==> config.mk <==
export PLATFORM = sky130hd
export DESIGN_NAME = dly_seq_monitor
export DESIGN_NICKNAME = d
export VERILOG_FILES = /design/src/rtl/dly_seq_pkg.sv /design/src/rtl/dly_seq_rst_sync.sv /design/src/rtl/dly_seq_stage.sv /design/src/rtl/dly_seq_monitor.sv
export SDC_FILE = /design/constraint.sdc
export NUM_CORES = 1
export LEC_CHECK = 0
export ABC_AREA = 1
export BUFFER_PORTS_ARGS = -buffer_cell sky130_fd_sc_hd__buf_2
export CAP_MARGIN = 20
export CORE_AREA = 5 5 42 44
export CTS_CLUSTER_DIAMETER = 40
export DETAILED_ROUTE_END_ITERATION = 16
export DIE_AREA = 0 0 47 49
export PLACE_DENSITY = 0.5
export SYNTH_ARGS = -nofsm -noshare
export SYNTH_HDL_FRONTEND = slang
export SYNTH_SLANG_ARGS = --single-unit
==> constraint.sdc <==
create_clock -name clk_i -period 0.8 [get_ports clk_i]
set_input_delay 0.12 -clock clk_i [delete_from_list [all_inputs] [get_ports clk_i]]
set_output_delay 0.12 -clock clk_i [all_outputs]
set_load 0.02 [all_outputs]
==> src/rtl/dly_seq_pkg.sv <==
package dly_seq_pkg;

  typedef enum logic {
    MODE_ASSERT = 1'b0,
    MODE_COVER  = 1'b1
  } mon_mode_e;

  // number of delay stages after the opening node
  function automatic int chain_len(input int lo, input int hi, input bit open_end);
    return open_end ? lo : hi;
  endfunction

endpackage

==> src/rtl/dly_seq_rst_sync.sv <==
module dly_seq_rst_sync #(
  parameter int STAGES = 2
) (
  input  logic clk_i,
  input  logic rst_ni,
  output logic rst_q_no
);

  logic [STAGES-1:0] sync_q;
  logic [STAGES-1:0] sync_d;

  always_comb begin
    sync_d = {sync_q[STAGES-2:0], 1'b1};
  end

  always_ff @(posedge clk_i or negedge rst_ni) begin
    if (!rst_ni) begin
      sync_q <= '0;
    end else begin
      sync_q <= sync_d;
    end
  end

  assign rst_q_no = sync_q[STAGES-1];

endmodule

==> src/rtl/dly_seq_stage.sv <==
module dly_seq_stage #(
  parameter bit EDGE_EN = 1'b1,
  parameter bit LINK_EN = 1'b0,
  parameter bit SELF_EN = 1'b0
) (
  input  logic clk_i,
  input  logic rst_ni,
  input  logic dis_i,
  input  logic guard_i,
  input  logic edge_src_i,
  input  logic link_src_i,
  output logic state_o,
  output logic q_o
);

  logic d;
  logic upd;
  logic link_term;
  logic edge_term;
  logic self_term;

  // token arriving through a zero-delay bypass in this cycle
  assign link_term = link_src_i & LINK_EN & guard_i;
  assign state_o   = (q_o & ~dis_i) | link_term;

  // tokens that move on at the next clock
  always_comb begin
    edge_term = edge_src_i & EDGE_EN & guard_i;
    self_term = state_o & SELF_EN & guard_i;
    d         = edge_term | self_term;
    upd       = d | q_o;
  end

  always_ff @(posedge clk_i or negedge rst_ni) begin
    if (!rst_ni) begin
      q_o <= 1'b0;
    end else if (upd) begin
      q_o <= d;
    end
  end


  stage_dis_chk: assert property (@(posedge clk_i) disable iff (!rst_ni)
    dis_i |=> !q_o);


  stage_guard_chk: assert property (@(posedge clk_i) disable iff (!rst_ni)
    !guard_i |=> !q_o);


  stage_src_chk: assert property (@(posedge clk_i) disable iff (!rst_ni)
    q_o |-> $past((edge_src_i & EDGE_EN) | (state_o & SELF_EN)));

endmodule

==> src/rtl/dly_seq_monitor.sv <==
module dly_seq_monitor
  import dly_seq_pkg::*;
#(
  parameter int        MIN_DLY  = 2,
  parameter int        MAX_DLY  = 5,
  parameter bit        OPEN_END = 1'b0,
  parameter mon_mode_e MODE     = MODE_ASSERT
) (
  input  logic clk_i,
  input  logic rst_ni,
  input  logic start_i,
  input  logic dis_i,
  input  logic guard_i,
  input  logic first_i,
  input  logic second_i,
  output logic flag_o
);

  localparam int NST       = chain_len(MIN_DLY, MAX_DLY, OPEN_END);
  localparam bit NODE0_FF  = OPEN_END && (MIN_DLY == 0);
  localparam bit FLAG_IDLE = (MODE == MODE_ASSERT);

  logic           rst_q_n;
  logic           start_state;
  logic [NST:0]   st;
  logic [NST:0]   chain_q;
  logic           accept;
  logic           flag_d;

  dly_seq_rst_sync #(.STAGES(2)) i_rst_sync (
    .clk_i    (clk_i),
    .rst_ni   (rst_ni),
    .rst_q_no (rst_q_n)
  );

  // start node: it has no incoming edge, so no flop
  assign start_state = start_i & ~dis_i;

  // node 0 holds the cycle where the opening expression was seen
  generate
    if (NODE0_FF) begin : g_node0_ff
      dly_seq_stage #(.EDGE_EN(1'b0), .LINK_EN(1'b1), .SELF_EN(1'b1)) i_node0 (
        .clk_i      (clk_i),
        .rst_ni     (rst_q_n),
        .dis_i      (dis_i),
        .guard_i    (guard_i),
        .edge_src_i (1'b0),
        .link_src_i (start_state & first_i),
        .state_o    (st[0]),
        .q_o        (chain_q[0])
      );
    end else begin : g_node0_comb
      assign st[0]      = start_state & first_i & guard_i;
      assign chain_q[0] = 1'b0;
    end

    for (genvar k = 1; k <= NST; k++) begin : g_chain
      localparam bit OPT_STAGE = !OPEN_END && (k > MIN_DLY);
      localparam bit LOOP_ST   = OPEN_END && (k == MIN_DLY);
      dly_seq_stage #(.EDGE_EN(1'b1), .LINK_EN(OPT_STAGE), .SELF_EN(LOOP_ST)) i_stage (
        .clk_i      (clk_i),
        .rst_ni     (rst_q_n),
        .dis_i      (dis_i),
        .guard_i    (guard_i),
        .edge_src_i (st[k-1]),
        .link_src_i (st[k-1]),
        .state_o    (st[k]),
        .q_o        (chain_q[k])
      );
    end
  endgenerate

  // closing expression, then accept; the guard is in every link
  assign accept = st[NST] & second_i & guard_i;

  always_comb begin
    if (MODE == MODE_ASSERT) begin
      flag_d = ~accept;
    end else begin
      flag_d = accept;
    end
  end

  always_ff @(posedge clk_i or negedge rst_q_n) begin
    if (!rst_q_n) begin
      flag_o <= FLAG_IDLE;
    end else begin
      flag_o <= flag_d;
    end
  end


  idle_chk: assert property (@(posedge clk_i) disable iff (!rst_q_n)
    (!start_i && (chain_q == '0)) |-> !accept);


  dis_accept_chk: assert property (@(posedge clk_i) disable iff (!rst_q_n)
    dis_i |-> !accept);

  generate
    if (MODE == MODE_ASSERT) begin : g_chk_assert

      flag_cause_chk: assert property (@(posedge clk_i) disable iff (!rst_q_n)
        !flag_o |-> $past(second_i && guard_i && !dis_i));
    end else begin : g_chk_cover

      flag_cause_chk: assert property (@(posedge clk_i) disable iff (!rst_q_n)
        flag_o |-> $past(second_i && guard_i && !dis_i));
    end
  endgenerate

  initial begin

    bounds_chk: assert (MIN_DLY >= 0 && MIN_DLY <= MAX_DLY && MAX_DLY <= 8);
  end

endmodule

==> metrics <==
routed length per instance 7.537 µm; root buffer cell clkbuf_4; post-synthesis sequential area ratio roughly 70%; first-iteration detailed-routing DRC count 0; critical path required time a little under 0.7 ns; Via density about 3.5; crit-path leading delay family flip-flops; port buffer count 7; via count 190; setup slack, reg-to-reg about 0.08 ns; RSZ-0062 raised after global routing true; Power Total approximately 0.78 mW; initial antenna violation count 0; WP buf/inv 1; worst-path maximum fanout 1; layout cells sized above 1 a little under two fifths; Avg Cell Area, Syn roughly 11 µm²; antenna viol nets, final 0; crit-path cells buf_6; reg2reg path depth 2; failing checks setup timing; Power Dens Cells ~2000 nW/µm²; skew final 0.003550 ns; # diodes 0; Synth warnings 0; Gate Count Post-Synth 26; status complete, but fails checks; total gr overflow 0; clk_lat worst skew between 0.2 and 0.3 ns; Initial DRT Pass Iterations 1; die area about 2300 µm²; Period minus WS final about 1 ns; cell area after synthesis ~290 µm²; Core ar. around 1400 µm²; Layout Nets 46; maximum vdd drop about 1000 µV; crit share post-route 125.2%; Fin. Hold Viols 0; Initial Util slightly above 20%; CTS tree built; commonest cells after routing, fill and taps aside dfrtp_1, inv_1, buf_2; All-Layer GR Usage a little under 5%; Max clock buf depth 2; DP Area ~340 µm²; post-detail-place hpwl between 300 and 400 µm; flops & latches, synth 8; syn nets 33; Slowest cell on crit path dfstp_2; Setup Buffers After CTS 0; HP Class input port to flop; DRC Markers 0; hold path start start_i; Worst Hold End g_chain[1].i_stage.q_o$_DFFE_PN0P_; Hold Path Cell Cnt 3; Final WS setup -0.2019 ns; largest net degree at the start of global routing 7; Max Cap Viol 0; area delta synth->final 34.06%; Die Ht around 49 µm; Ports 8; Site Rows 14; reg-to-reg critical path startpoint g_chain[2].i_stage.q_o$_DFFE_PN0P_; critical path capture point type primary output; f_max between 0.9 and 1 GHz; vias in the first global route around 180; gp weighted congestion roughly 0.57; r2r endpoint g_chain[5].i_stage.q_o$_DFFE_PN0P_; H-Tree Depth 1; final slew viol count 0; crit path kind flop to primary output; WP data arrival slightly below 0.9 ns; first-pass GRT wire length 738 µm; commonest non-fill, non-tap cell in the layout dfrtp_1; clock-pin slew on the worst setup and hold paths roughly 0.060 ns; startpoint types flop; die width 47 µm; Final Cell Area between 300 and 400 µm²; final setup violation count 1; LEAKAGE roughly 0.20 nW; critical path depth in cells 1; total wire length 407 µm; clk sinks 8; slowest stage delay, CP approximately 0.52 ns; Yosys cell types 10; CTS Buf Count 3
==> kinds of logic (layout without fill, tap and decap cells) <==
logic type	Yosys count	count (layout)	synth area share [%]
flip-flops	8	8	70.31
buffers and inverters	6	18	7.860
other	1	1	1.309
AND/OR/NAND/NOR	10	10	18.78
AO/OA/AOI/OAI	1	1	1.745
==> per-stage QoR <==
step	cells	hold WS [ns]	worst slack, ns	setup TNS [ns]	util, %
finish	54	0.08267	-0.2019	-0.2019	27.41
global route	54	0.07819	-0.2280	-0.2280	27.41
CTS	54	0.07556	-0.2118	-0.2118	27.41
detailed placement	49	-0.09165	0.03779	0	24.38
global placement	49	-0.09368	0.04261	0	24.38
floorplan	26	-0.1756	0.1096	0	-
==> sequential cells by signal (all words and copies together), names as in the netlist <==
signal               count
g_chain.i_stage.q_o      5
i_rst_sync.sync_q        2
flag_o                   1
==> power by group <==
part	internal [mW]	total, mW	switching (mW)
Clock	0.191	0.330	0.139
Combinational	0.0186	0.0343	0.0157
Sequential	0.413	0.420	0.00717
==> Yosys cell counts <==
| library cell | number | area, µm² |
|---|---|---|
| dfrtp_1 | 7 | 175.2 |
| nor2_4 | 1 | 11.26 |
| nand3_2 | 1 | 10.01 |
| nand2_2 | 1 | 6.260 |
| nand2_1 | 2 | 7.510 |
| nor2_1 | 5 | 18.77 |
| a21oi_1 | 1 | 5.000 |
| conb_1 | 1 | 3.750 |
| inv_1 | 6 | 22.52 |
| dfstp_2 | 1 | 26.28 |
==> per-layer routing <==
| metal | vias to the layer above | wire length, µm | global-route usage [%] |
|---|---|---|---|
| met2 | 7 | 192 | 5.882 |
| met1 | 86 | 156 | 4.966 |
| li1 | 97 | - | - |
| met5 | - | 0 | 0 |
| met4 | 0 | 0 | 1.382 |
| met3 | 0 | 58 | 6.642 |
==> worst max path at each step <==
stage / startpoint / endpoint / slack, ns
after floorplan: g_chain[2].i_stage.q_o$_DFFE_PN0P_ / g_chain[5].i_stage.q_o$_DFFE_PN0P_ / 0.11
after global placement: flag_o$_DFF_PN1_ / flag_o / 0.04
after detailed placement: flag_o$_DFF_PN1_ / flag_o / 0.04
after CTS: flag_o$_DFF_PN1_ / flag_o / -0.21
after global routing: flag_o$_DFF_PN1_ / flag_o / -0.23
final: flag_o$_DFF_PN1_ / flag_o / -0.20
==> area by class of cell <==
cell class              count  area [µm²]
clock buffers               4       26.28
fillers                   152        1017
inverters                   6       22.52
multi-input cells          12       62.56
flip-flops and latches      8       201.4
well taps                  16       20.02
repair buffers              8       51.30
==> timing repair <==
action,CTS,global route
hold buffers,1,0
cloned,0,0
endpoints found under the setup margin,1,1
gates resized for setup,2,0
endpoints found under the hold margin,2,0
==> worst register-to-register path: stages (launching register included) <==
cell     delay, ns
dfrtp_1       0.40
nor2_4        0.14
a21oi_1       0.07
Note: power is estimated with default switching activity, not from simulation.
